===== src/rtl/xtr_pkg.sv =====
package xtr_pkg;

  // Request kinds carried on reqMode.
  typedef enum logic [1:0] {
    MODE_SHIFT     = 2'd0,
    MODE_FIELD     = 2'd1,
    MODE_FIELD_DEC = 2'd2,
    MODE_NONE      = 2'd3
  } xtrMode_e;

  // Strobes from control to datapath.
  typedef struct packed {
    logic loadShift;
    logic loadField;
    logic decPos;
  } xtrStrobe_t;

endpackage


===== src/rtl/xtr_ctrl.sv =====
module xtr_ctrl
  import xtr_pkg::*;
(
  input  logic       clk,
  input  logic       rstN,
  input  logic       reqValid,
  input  logic [1:0] reqMode,
  output xtrStrobe_t strobe,
  output logic       rspValid
);

  xtrMode_e mode;
  assign mode = xtrMode_e'(reqMode);

  always_comb begin
    strobe = '0;
    if (reqValid) begin
      case (mode)
        MODE_SHIFT:     strobe.loadShift = 1'b1;
        MODE_FIELD:     strobe.loadField = 1'b1;
        MODE_FIELD_DEC: begin
          strobe.loadField = 1'b1;
          strobe.decPos    = 1'b1;
        end
        default: ;
      endcase
    end
  end

  always_ff @(posedge clk) begin
    if (!rstN) rspValid <= 1'b0;
    else       rspValid <= strobe.loadShift | strobe.loadField;
  end

  // A legal request is answered on the next clock.
  assert_rsp_follows_req_R2: assert property (@(posedge clk) disable iff (!rstN)
    (reqValid && reqMode != 2'd3) |=> rspValid);

  // Reserved mode and idle cycles produce no response.
  assert_no_rsp_when_idle_R2: assert property (@(posedge clk) disable iff (!rstN)
    (!reqValid || reqMode == 2'd3) |=> !rspValid);

endmodule


===== src/rtl/xtr_datapath.sv =====
module xtr_datapath
  import xtr_pkg::*;
#(
  parameter int ACC_W = 64,
  parameter int RES_W = 32,
  parameter int SH_W  = 5,
  parameter int POS_W = 6
) (
  input  logic             clk,
  input  logic             rstN,
  input  xtrStrobe_t       strobe,
  input  logic [ACC_W-1:0] accIn,
  input  logic [SH_W-1:0]  amount,
  input  logic             roundEn,
  input  logic             satEn,
  input  logic [POS_W-1:0] posIn,
  output logic [RES_W-1:0] result,
  output logic [POS_W-1:0] posOut,
  output logic             extFail,
  output logic             ovf
);

  localparam logic [ACC_W-1:0] ACC_SMAX = {1'b0, {(ACC_W-1){1'b1}}};
  localparam logic [ACC_W-1:0] RES_SMAX = {{(ACC_W-RES_W+1){1'b0}}, {(RES_W-1){1'b1}}};
  localparam logic [ACC_W-1:0] RES_SMIN = {{(ACC_W-RES_W+1){1'b1}}, {(RES_W-1){1'b0}}};
  localparam int               HIGH_W   = ACC_W - RES_W + 1;

  // ---------------- shift-extract path ----------------
  logic                    shiftNonZero;
  logic [ACC_W-1:0]        halfLsb;
  logic [ACC_W-1:0]        roundSum;
  logic                    roundOvf;
  logic                    rangeOvf;
  logic signed [ACC_W-1:0] preShift;
  logic signed [ACC_W-1:0] shifted;
  logic [RES_W-1:0]        shiftRes;
  logic                    shiftOvf;
  logic [HIGH_W-1:0]       accHigh;

  assign shiftNonZero = (amount != '0);
  assign halfLsb      = shiftNonZero ? (ACC_W'(1) << (amount - SH_W'(1))) : '0;
  assign roundSum     = accIn + halfLsb;
  assign accHigh      = accIn[ACC_W-1:RES_W-1];

  always_comb begin
    roundOvf = roundEn && shiftNonZero && !accIn[ACC_W-1] && (accIn != '0)
               && roundSum[ACC_W-1];
    rangeOvf = !((accHigh == '0) || (accHigh == '1));
    shiftOvf = roundOvf || rangeOvf;

    if (!shiftNonZero)               preShift = accIn;
    else if (!roundEn)               preShift = accIn;
    else if (roundOvf && satEn)      preShift = ACC_SMAX;
    else                             preShift = roundSum;

    shifted = preShift >>> amount;

    if (shiftOvf && satEn) begin
      if (shifted > $signed(RES_SMAX))      shiftRes = RES_SMAX[RES_W-1:0];
      else if (shifted < $signed(RES_SMIN)) shiftRes = RES_SMIN[RES_W-1:0];
      else                                  shiftRes = shifted[RES_W-1:0];
    end else begin
      shiftRes = shifted[RES_W-1:0];
    end
  end

  // ---------------- bit-field path ----------------
  logic             fieldFail;
  logic [POS_W-1:0] fieldLow;
  logic [RES_W-1:0] fieldWin;
  logic [RES_W-1:0] fieldMask;
  logic [RES_W-1:0] fieldRes;
  logic [POS_W-1:0] fieldNextPos;

  always_comb begin
    fieldFail    = posIn < POS_W'(amount);
    fieldLow     = posIn - POS_W'(amount);
    fieldWin     = RES_W'(accIn >> fieldLow);
    fieldMask    = {RES_W{1'b1}} >> (SH_W'(RES_W - 1) - amount);
    fieldRes     = fieldFail ? '0 : (fieldWin & fieldMask);
    // Modulo-2^POS_W subtraction turns -1 into the top position.
    fieldNextPos = posIn - POS_W'(amount) - POS_W'(1);
  end

  // ---------------- output registers ----------------
  always_ff @(posedge clk) begin
    if (!rstN) begin
      result  <= '0;
      posOut  <= '0;
      extFail <= 1'b0;
      ovf     <= 1'b0;
    end else if (strobe.loadShift) begin
      result  <= shiftRes;
      posOut  <= posIn;
      extFail <= 1'b0;
      ovf     <= shiftOvf;
    end else if (strobe.loadField) begin
      result  <= fieldRes;
      posOut  <= (strobe.decPos && !fieldFail) ? fieldNextPos : posIn;
      extFail <= fieldFail;
      ovf     <= 1'b0;
    end
  end

  // Rounding carry into the sign of the largest accumulator clamps high.
  assert_round_carry_clamps_R6: assert property (@(posedge clk) disable iff (!rstN)
    (strobe.loadShift && roundEn && satEn && amount != '0 && accIn == ACC_SMAX)
    |=> (ovf && result == RES_SMAX[RES_W-1:0]));

  // A field of width one at position zero yields the lowest accumulator bit.
  assert_single_bit_field_R8: assert property (@(posedge clk) disable iff (!rstN)
    (strobe.loadField && amount == '0 && posIn == '0)
    |=> (result == RES_W'($past(accIn[0])) && !extFail));

  // Exact consumption in decrement mode wraps the position to the top.
  assert_dec_wrap_R10: assert property (@(posedge clk) disable iff (!rstN)
    (strobe.decPos && posIn == POS_W'(amount)) |=> (posOut == '1));

endmodule


===== src/rtl/acc_extract_unit.sv =====
module acc_extract_unit
  import xtr_pkg::*;
#(
  parameter int ACC_W = 64,
  parameter int RES_W = 32,
  localparam int SH_W  = $clog2(RES_W),
  localparam int POS_W = $clog2(ACC_W)
) (
  input  logic             clk,
  input  logic             rstN,
  input  logic             reqValid,
  input  logic [1:0]       reqMode,
  input  logic [ACC_W-1:0] accIn,
  input  logic [SH_W-1:0]  amount,
  input  logic             roundEn,
  input  logic             satEn,
  input  logic [POS_W-1:0] posIn,
  output logic             rspValid,
  output logic [RES_W-1:0] result,
  output logic [POS_W-1:0] posOut,
  output logic             extFail,
  output logic             ovf
);

  xtrStrobe_t strobe;

  xtr_ctrl u_ctrl (
    .clk      (clk),
    .rstN     (rstN),
    .reqValid (reqValid),
    .reqMode  (reqMode),
    .strobe   (strobe),
    .rspValid (rspValid)
  );

  xtr_datapath #(
    .ACC_W (ACC_W),
    .RES_W (RES_W),
    .SH_W  (SH_W),
    .POS_W (POS_W)
  ) u_datapath (
    .clk     (clk),
    .rstN    (rstN),
    .strobe  (strobe),
    .accIn   (accIn),
    .amount  (amount),
    .roundEn (roundEn),
    .satEn   (satEn),
    .posIn   (posIn),
    .result  (result),
    .posOut  (posOut),
    .extFail (extFail),
    .ovf     (ovf)
  );

  // A failed field returns zero and never reports overflow.
  assert_fail_result_zero_R9: assert property (@(posedge clk) disable iff (!rstN)
    (rspValid && extFail) |-> (result == '0 && !ovf));

  // A field lacking bits keeps the position.
  assert_fail_keeps_pos_R9: assert property (@(posedge clk) disable iff (!rstN)
    (reqValid && (reqMode == 2'd1 || reqMode == 2'd2) && posIn < POS_W'(amount))
    |=> (extFail && posOut == $past(posIn)));

  // Shift mode passes the position through and never flags a field failure.
  assert_shift_keeps_pos_R11: assert property (@(posedge clk) disable iff (!rstN)
    (reqValid && reqMode == 2'd0) |=> (posOut == $past(posIn) && !extFail));

  // Field modes never raise overflow.
  assert_field_no_ovf_R11: assert property (@(posedge clk) disable iff (!rstN)
    (reqValid && (reqMode == 2'd1 || reqMode == 2'd2)) |=> !ovf);

  // Without a legal request the outputs hold.
  assert_hold_when_idle_R2: assert property (@(posedge clk) disable iff (!rstN)
    (!reqValid || reqMode == 2'd3)
    |=> ($stable(result) && $stable(posOut) && $stable(extFail) && $stable(ovf)));

endmodule


===== config.mk =====
export PLATFORM = sky130hd
export DESIGN_NAME = acc_extract_unit
export DESIGN_NICKNAME = d
export VERILOG_FILES = /design/src/rtl/xtr_pkg.sv /design/src/rtl/xtr_ctrl.sv /design/src/rtl/xtr_datapath.sv /design/src/rtl/acc_extract_unit.sv
export SDC_FILE = /design/constraint.sdc
export NUM_CORES = 1
export LEC_CHECK = 0
export BUFFER_PORTS_ARGS = -buffer_cell sky130_fd_sc_hd__clkbuf_2
export CORE_MARGIN = 5
export CORE_UTILIZATION = 28
export DETAILED_ROUTE_END_ITERATION = 12
export HOLD_SLACK_MARGIN = 0.08
export PLACE_DENSITY = 0.48
export SLEW_MARGIN = 10
export SYNTH_ARGS = -nofsm -noshare
export SYNTH_HDL_FRONTEND = slang
export SYNTH_SLANG_ARGS = --single-unit

===== constraint.sdc =====
create_clock -name clk -period 7.48 [get_ports clk]
set_clock_uncertainty 0.05 [all_clocks]
set_input_delay 0.374 -clock clk [delete_from_list [all_inputs] [get_ports clk]]
set_output_delay 0.374 -clock clk [all_outputs]
set_load 0.05 [all_outputs]

* Word-level counts from Yosys, hierarchy flattened *
Index checks and enable logic that the tools add are counted.

word-level totals
  bits in registers = 41
  output and inout port bits = 41
  word-level logic and storage cells = 61

operators by class
  bitwise logic cells = 3
  reductions and logical operators = 19
  shifts and indexed selects = 4
  magnitude comparators = 3
  add/sub/neg operators = 5
  equal/unequal tests = 3
  multiplexer cells = 19

operator list
  kind                     count
  $mux W64                 4
  $mux W32                 6
  $add A64 B64 Y64         1
  $gt A64 B32 Y1 const B   1
  $lt A64 B32 Y1 const B   1
  $reduce_bool A64 Y1      1
  $shl A1 B5 Y64 const A   1
  $shr A64 B6 Y32          1
  $sshr A64 B5 Y64         1
  $eq A33 B33 Y1 const B   1
  $logic_not A33 Y1        1
  $and A32 B32 Y32         1
  $shr A32 B5 Y32 const A  1
  $mux W6                  3
  $logic_and A1 B1 Y1      7
  $lt A6 B5 Y1             1
  $sub A6 B1 Y6 const B    1
  $sub A6 B5 Y6            1
  $mux W1                  5
  $reduce_bool A5 Y1       1
  $sub A5 B1 Y5 const B    1
  $sub A5 B5 Y5 const A    1
  $reduce_or A2 Y1         2
  $logic_not A1 Y1         3
  other kinds (8)          9

* Depth between registers and ports, before layout *
Gate-level depths: netlist of the first run.

  depth in word-level cells = 15
  depth in mapped cells = 28
  gate-level depth less buffers = 22

* Modules after synthesis *
From an unflattened synthesis of the first run, not the netlist that was laid out.

unflattened totals
  cell total of the unflattened synthesis = 2129
  area total of the unflattened synthesis = 14232.4 um2

by module, submodules not included
  module        times used  area an instance (um2)  cells an instance
  xtr_datapath  1           14149.8                 2120
  xtr_ctrl      1           82.6                    9

* Least setup slack after synthesis of the first run *
Ideal clock, no wire load.

  path type = in2reg
  from = input port amount[2]
  to = register u_datapath.result[0]
  setup slack = 0.792 ns
  arrival time = 6.494 ns
  stages on the path = 25
  library setup time = 0.145 ns
  buffers on the path = 5
  path through = inv_1 -> buf_2 -> buf_1 -> buf_1 -> clkbuf_1 -> ha_1 -> nand2_1 -> nor2_1 -> ha_1 -> fa_1 -> a211oi_1 -> o21ai_0 -> a21oi_1 -> a211o_1 -> a21oi_1 -> xnor2_1 -> o22ai_1 -> or4_1 -> a211o_1 -> a2111oi_0 -> a32oi_1 -> nor4b_2 -> a211o_2 -> buf_6 -> o311ai_2

on the way
  longest elaborated chain between the ends = 15
  elaborated cells on any way between the ends = 30

RTL lines
  item                                                     line                                    source
  start, declared                                          acc_extract_unit.sv:14                  input logic [SH_W-1:0] amount,
  $sub A5 B1 Y5 or $reduce_bool A5 Y1 (tied branches)      xtr_datapath.sv:41, xtr_datapath.sv:40
  $shl A1 B5 Y64 or $logic_and A1 B1 Y1 (tied branches)    xtr_datapath.sv:41, xtr_datapath.sv:46
  $mux W64 or $logic_and A1 B1 Y1 (tied branches)          xtr_datapath.sv:41, xtr_datapath.sv:46
  $add A64 B64 Y64 or $logic_and A1 B1 Y1 (tied branches)  xtr_datapath.sv:42, xtr_datapath.sv:46
  $logic_and A1 B1 Y1                                      xtr_datapath.sv:47                      && roundSum[ACC_W-1];
  $logic_and A1 B1 Y1                                      xtr_datapath.sv:53                      else if (roundOvf && satEn) preShift = ACC_SMAX;
  $mux W64                                                 xtr_datapath.sv:53
  $mux W64                                                 xtr_datapath.sv:52                      else if (!roundEn) preShift = accIn;
  $mux W64                                                 xtr_datapath.sv:51                      if (!shiftNonZero) preShift = accIn;
  $sshr A64 B5 Y64                                         xtr_datapath.sv:56                      shifted = preShift >>> amount;
  $lt A64 B32 Y1                                           xtr_datapath.sv:60                      else if (shifted < $signed(RES_SMIN)) shiftRes = RES_SMIN[RES_W-1:0];
  $mux W32                                                 xtr_datapath.sv:60
  $mux W32                                                 xtr_datapath.sv:59                      if (shifted > $signed(RES_SMAX)) shiftRes = RES_SMAX[RES_W-1:0];
  $mux W32                                                 xtr_datapath.sv:58                      if (shiftOvf && satEn) begin
  $mux W32 *                                               xtr_datapath.sv:92                      end else if (strobe.loadShift) begin
  end signal, assigned                                     xtr_datapath.sv:93                      result <= shiftRes;
  end signal, assigned                                     xtr_datapath.sv:98                      result <= fieldRes;
  end, declared                                            xtr_datapath.sv:17                      output logic [RES_W-1:0] result,

Mark *: on every way between the ends. The rest lies on a longest branch, timed or not. The select of a mux whose other input is x is not followed.
A chain may end at the register's enable or synchronous reset.

* Final worst setup path of the first run *
  from = input port amount[0]
  to = register u_datapath.result[15]

Same word-level chain as after synthesis.

==> impl_metrics.json, run 1 <==
{
  "postSynthAreaPerCell_um2": 6.842,
  "max-vdd-ir-drop_mv": 0.08787,
  "clockRootBuffer": "clkbuf_16",
  "netSwitchingPower_mw": 1.343,
  "pwr-share-clk_pct": 9.6,
  "synth_most_common_cell": "nand2_1",
  "synth_top_family_by_area": "compound AO/OA/AOI/OAI gates",
  "post-dp-hpwl_um": 75940,
  "grt_pass1_vias": 19450,
  "ys.flop_type": "dfxtp_1",
  "synth_commonest_cells": "328 x nand2_1, 238 x nor2_1, 170 x a21oi_1",
  "path_clk_slew_ps": 60,
  "final_max_slew_viol_count": 0,
  "grt-ovfl-total": 0,
  "clkSinkCount": 41,
  "cellPowerDensity_nw_per_um2": 129.1,
  "yosysSeqAreaShare_pct": 5.149,
  "htree_levels": 2,
  "maxSlewHeadroom_pct": 20.02,
  "ctsHoldBuffers": 0,
  "netlist_area_um2": 15940,
  "swShare_pct": 59.43,
  "grt_max_degree": 70,
  "dr_total_vias": 20610,
  "cp-end-kind": "register",
  "yosys-mux-area-fraction_pct": 18.62,
  "grt_pass1_wl_um": 136100,
  "routed_wirelength_um": 94770,
  "antenna_found_initial": 3,
  "hold_class": "in -> reg",
  "fin_setup_tns_ps": 0,
  "synth-simple-area-share_pct": 27.25,
  "tightest_slew_ps": 1170,
  "grt.total_usage_pct": 28.53,
  "die_w_um": 248.6,
  "post_cts_buffers": 0,
  "power_leakage_nw": 6.590,
  "numCtsBuffers": 5,
  "drv_cap": 0,
  "synth-xor-area-share_pct": 3.391,
  "finalCriticalPeriod_ps": 7095,
  "drc": 0,
  "gp_congestion": 1.020,
  "synth_top_cell_by_area": "mux2i_1",
  "clock_path_buffers": 2,
  "rsz0062_at_grt": "false",
  "area_growth_pct": 9.834,
  "ioPinCount": 123,
  "ant_nets": 0,
  "arrival_ps": 7230,
  "synth_warnings": 0,
  "final-setup-viol-count": 0,
  "die_y_um": 248.6,
  "final.setup.worst_slack_ps": 384.8,
  "fillerInstances": 6310,
  "max_freq_mhz": 140.9,
  "worst-path-max-fanout": 31,
  "timing.hold.ws_ps": 364.8,
  "outcome": "finished, final reports clean",
  "yosysUniqueCellTypes": 108,
  "final_cells": 3084,
  "port_buffers": 122,
  "wl_per_cell_um": 30.73,
  "crit_path_start_kind": "input pin",
  "synth-edff-count": 0,
  "syn_nets": 2456,
  "dp_slack_ps": 446.4,
  "drive_gt1_share_pct": 16.34,
  "drtPass1Iterations": 6,
  "synth_top_area_share_pct": 9.293,
  "period_share_pct": 94.86,
  "synthAdderAreaFrac_pct": 3.548,
  "p_comb_share_pct": 79.3,
  "clk_latency_ps": 280,
  "seqPwrFrac_pct": 11.1,
  "avgViaCountPerCell": 6.682,
  "core_area_um2": 56390,
  "numPlacedInstances": 3074,
  "synthArstFlopShare_pct": 0,
  "ys_seq_elements": 41,
  "crit_required_ps": 7610,
  "synthTopCellsByArea": "mux2i_1 9.3%, mux4_2 7.8%, nand2_1 7.7%, nor2_1 5.6%, a21oi_1 5.3%",
  "finalHoldViolations": 0,
  "std_cell_rows": 87,
  "synthCells": 2330,
  "start_util_pct": 28.27,
  "post_cts_resized": 0,
  "path_class": "in -> reg",
  "die_area_um2": 61810,
  "internal_power_mw": 0.9170,
  "synth-compound-area-share_pct": 35.58,
  "cts_tree": "done",
  "final_util_pct": 31.05,
  "dr.first_iter.drc_count": 2855,
  "nets": 2451
}
[metal layers]
layer	GRT usage, %	wire length, um	up-vias
met5	0	0	-
met4	13.56	5718	0
met3	4.775	9284	275
met2	45.33	41770	1313
met1	37.74	37990	9993
li1	-	-	9026
[cells by family after synthesis]
logic type / Yosys count
AO/OA/AOI/OAI: 786
flip-flops: 41
XOR/XNOR: 60
buffers and inverters: 247
multiplexers: 225
adder cells (fa/ha/maj): 44
AND/OR/NAND/NOR: 927
[flip-flops by register name, indices dropped and copies added (netlist names)]
signal and cells:
u_datapath.result 32, u_datapath.posOut 6, u_datapath.extFail 1, u_ctrl.rspValid 1
u_datapath.ovf 1
[cell type report]
| class | instances | area, um2 | area share, % |
|---|---|---|---|
| diodes | 2 | 5.005 | 0.02858 |
| inverters | 29 | 108.9 | 0.6217 |
| clock inverters | 2 | 15.01 | 0.08575 |
| flip-flops and latches | 41 | 820.8 | 4.688 |
| clock buffers | 6 | 128.9 | 0.7360 |
| repair buffers | 206 | 1256 | 7.174 |
| multi-input cells | 2042 | 14230 | 81.26 |
| well taps | 756 | 945.9 | 5.402 |
[critical path, stage by stage]
cell and delay, ps:
buf_4 100, inv_2 30, nand2_1 180, inv_1 130
ha_1 410, inv_1 110, nand2_1 260, nor2_1 110
ha_1 420, a21o_1 260, a311oi_1 300, buf_4 190
or3_1 320, nand2_1 230, o31ai_1 770, o21ai_0 370
o21ai_0 280, o32ai_1 230, a2bb2oi_1 490, o22ai_1 230
nor4_2 330, nand4_1 150, o41a_4 570, o311ai_1 340
[power by group through the flow]
| stage | Clock [mW] | Sequential [mW] | Combinational [mW] |
|---|---|---|---|
| 2_1_floorplan | 0 | 0.311 | 1.06 |
| 3_3_place_gp | 0 | 0.256 | 1.75 |
| 3_5_place_dp | 0 | 0.256 | 1.74 |
| 4_1_cts | 0.220 | 0.251 | 1.74 |
| 5_1_grt | 0.227 | 0.253 | 1.88 |
| 6_report | 0.218 | 0.251 | 1.79 |
[path summary, 6_finish.rpt]
| path | from | end | slack, ps | cells after the start |
|---|---|---|---|---|
| worst max-delay path | amount[0] | u_datapath.result[15] | 380 | 24 |
| worst min-delay path | reqValid | u_ctrl.rspValid | 360 | 3 |
| worst max register to register | u_datapath.result[27] | u_datapath.result[27] | 6510 | 3 |
| worst min register to register | u_datapath.posOut[3] | u_datapath.posOut[3] | 410 | 2 |
[placed cells by master (no fill, tap or decap), drive strengths merged, types with 18 or more instances in the layout]
| cell type | count |
|---|---|
| mux2i | 148 |
| a2111oi | 24 |
| nand3 | 67 |
| mux2 | 22 |
| o21ai | 140 |
| o22ai | 24 |
| o31ai | 25 |
| buf | 86 |
| a211oi | 63 |
| dfxtp | 41 |
| inv | 29 |
| xnor2 | 41 |
| nor3 | 80 |
| nor2 | 238 |
| nand2 | 330 |
| nand4 | 50 |
| clkbuf | 126 |
| xor2 | 19 |
| a21oi | 175 |
| mux4 | 55 |
| a31oi | 42 |
| o211ai | 31 |
| a21o | 22 |
| and3 | 29 |
| o311ai | 41 |
| or3 | 18 |
| nor4 | 40 |
| ha | 42 |
[metrics by stage]
stage / power, mW / cell area (um2)
floorplan: 1.371 / 15940
global placement: 2.003 / 17360
detailed placement: 1.995 / 17360
CTS: 2.216 / 17500
global route: 2.358 / 17510
finish: 2.260 / 17510
(Power assumes the default switching activity.)
==> run 2: changes to the inputs <==
--- a/config.mk
+++ b/config.mk
@@ -5,6 +5,7 @@
 export SDC_FILE = /design/constraint.sdc
 export NUM_CORES = 1
 export LEC_CHECK = 0
+export ABC_AREA = 1
 export BUFFER_PORTS_ARGS = -buffer_cell sky130_fd_sc_hd__clkbuf_2
 export CORE_MARGIN = 5
 export CORE_UTILIZATION = 28
==> impl_metrics.json, run 2 <==
{
  "outcome": "finished, final reports clean",
  "dr.first_iter.drc_count": 2593,
  "maxSlewHeadroom_pct": 30.95,
  "path_clk_slew_ps": 60,
  "antenna_found_initial": 2,
  "post_cts_resized": 0,
  "grt_use_met2_pct": 40.15,
  "max_stage_delay_ps": 520,
  "clock_path_buffers": 2,
  "seq_area_um2": 820.8,
  "max_flop_register": "u_datapath.result",
  "ys.flop_type": "dfxtp_1",
  "grt_pass1_vias": 19770,
  "postSynthAreaPerCell_um2": 4.847,
  "grt.busiest_layer": "met2",
  "reg.largest.list": "u_datapath.result: 32 flops, u_datapath.posOut: 6 flops",
  "fillerInstances": 6822,
  "hold_class": "in -> reg",
  "ant_nets": 0,
  "final_cells": 4001,
  "wl_per_cell_um": 19.69,
  "final-setup-viol-count": 0,
  "die_y_um": 247.8,
  "synth-edff-count": 0,
  "routed_wirelength_um": 78800,
  "crit_required_ps": 7570,
  "gp_congestion": 0.9816,
  "htree_levels": 2,
  "die_area_um2": 61390,
  "clkSinkCount": 41,
  "cts_tree": "done",
  "grt_use_met1_pct": 33.68,
  "synthTopCellsByArea": "nand2_1 25%, nand3_1 19%, inv_1 8.5%, o21ai_0 8.3%, nor2_1 6.2%",
  "synth_top_cell_by_area": "nand2_1",
  "dr_total_vias": 21500,
  "cp_slowest_cell": "nor4_1",
  "arrival_ps": 7040,
  "numCtsBuffers": 5,
  "worst-path-max-fanout": 31,
  "finalHoldViolations": 0,
  "yosysSeqAreaShare_pct": 5.185,
  "syn_nets": 3392,
  "synthCells": 3266,
  "nets": 3368,
  "core_area_um2": 56170,
  "grt-ovfl-total": 0,
  "clockRootBuffer": "clkbuf_16",
  "synth_commonest_cells": "1074 x nand2_1, 607 x nand3_1, 360 x inv_1",
  "drc": 0,
  "ctsHoldBuffers": 0,
  "period_share_pct": 92.91,
  "post-dp-hpwl_um": 65250,
  "final.setup.worst_slack_ps": 530.6,
  "path_class": "in -> reg",
  "yosysUniqueCellTypes": 58,
  "synth_most_common_cell": "nand2_1",
  "ys_seq_elements": 41,
  "final_common_cell": "nand2_1",
  "cp_common_cell": "nand2_1",
  "multi_input_area_um2": 12790,
  "finalPower_mw": 2.035,
  "cp-end-kind": "register",
  "grt_max_degree": 74,
  "crit_path_start_kind": "input pin",
  "std_cell_rows": 87,
  "synthArstFlopShare_pct": 0,
  "area_growth_pct": 7.501,
  "drv_cap": 0,
  "start_util_pct": 28.18,
  "netlist_area_um2": 15830,
  "synth_warnings": 0,
  "clk_latency_ps": 280,
  "synth_top_area_share_pct": 25.47,
  "power_leakage_nw": 8.703,
  "timing.hold.ws_ps": 400.3,
  "cellPowerDensity_nw_per_um2": 119.6,
  "grt.total_usage_pct": 24.75,
  "grt_pass1_wl_um": 118500,
  "ioPinCount": 123,
  "drive_gt1_share_pct": 7.185,
  "avgViaCountPerCell": 5.374,
  "drtPass1Iterations": 8,
  "rsz0062_at_grt": "false",
  "tightest_slew_ps": 1025,
  "port_buffers": 122,
  "post_cts_buffers": 0,
  "mostFrequentLayoutCells": "1074 x nand2_1, 607 x nand3_1, 356 x inv_1, 263 x o21ai_0, 262 x nor2_1",
  "max_freq_mhz": 143.9,
  "final_max_slew_viol_count": 0,
  "die_w_um": 247.8,
  "largest_register_ffs": 32,
  "fin_setup_tns_ps": 0,
  "gr-usage-met3_pct": 4.200,
  "numPlacedInstances": 3991,
  "finalCriticalPeriod_ps": 6949,
  "max-vdd-ir-drop_mv": 0.07241,
  "dp_slack_ps": 493.4
}
run 2: cell count changes after synthesis, sizes merged, moves of 42 or more:
cell / delta
mux2i: -109
nand4: +52
nor3: -50
inv: +349
o21ai: +128
a31oi: -42
nand2: +756
mux4: -55
a21oi: -83
nand3: +547
a211oi: -62
run 2: worst paths after layout:
check	from	endpoint	slack [ps]	cells past startpoint
max	amount[2]	u_datapath.result[4]	530	35
min	posIn[0]	u_datapath.posOut[0]	400	3
max reg2reg	u_datapath.result[4]	u_datapath.result[4]	6510	4
min reg2reg	u_datapath.ovf	u_datapath.ovf	430	2
run 2: worst max-delay path: cells and delay by family:
kind,cells,cell delay [ps]
and+or+nand+nor,28,5320
adders and majority gates,1,290
AOI/OAI and AO/OA,1,60
buffers and inverters,5,940
run 2: cell type report:
| type | instances | area share [%] |
|---|---|---|
| multi-input combinational | 2655 | 75.15 |
| inverter | 388 | 8.559 |
| sequential | 41 | 4.824 |
| clock inverter | 1 | 0.1765 |
| timing repair buffer | 151 | 4.868 |
| clock buffer | 7 | 0.8382 |
| tap | 756 | 5.559 |
| antenna | 2 | 0.02941 |
run 2: per-stage QoR:
stage	instance area (um2)	util, %
finish	17020	30.29
global placement	16830	29.97
floorplan	15830	-
CTS	17000	30.27
detailed placement	16830	29.97
global route	17020	30.29
run 2: kinds of logic (layout without fill, tap and decap cells):
family                   after synthesis  in the layout  synth area share, %
AO/OA/AOI/OAI                        406            406                13.85
other                                  0              2                    0
multiplexers                          39             39                2.466
AND/OR/NAND/NOR                     2140           2140                59.19
adder cells (fa/ha/maj)               44             44                3.573
buffers and inverters                570            547                14.30
XOR/XNOR                              26             26                1.439
flip-flops                            41             41                5.185
run 2: layer usage:
layer | share of wire (%) | vias to the layer above
met2 | 44 | 935
met4 | 3.6 | 0
met1 | 44 | 9774
met3 | 8.7 | 125
li1 | - | 10670
met5 | 0 | -
run 2: power breakdown:
group          internal [mW]  switching (mW)  leakage, nW  total (mW)
clock                  0.167          0.0885       0.0841       0.255
sequential             0.236          0.0136        0.335       0.249
combinational          0.410            1.12         8.28        1.53
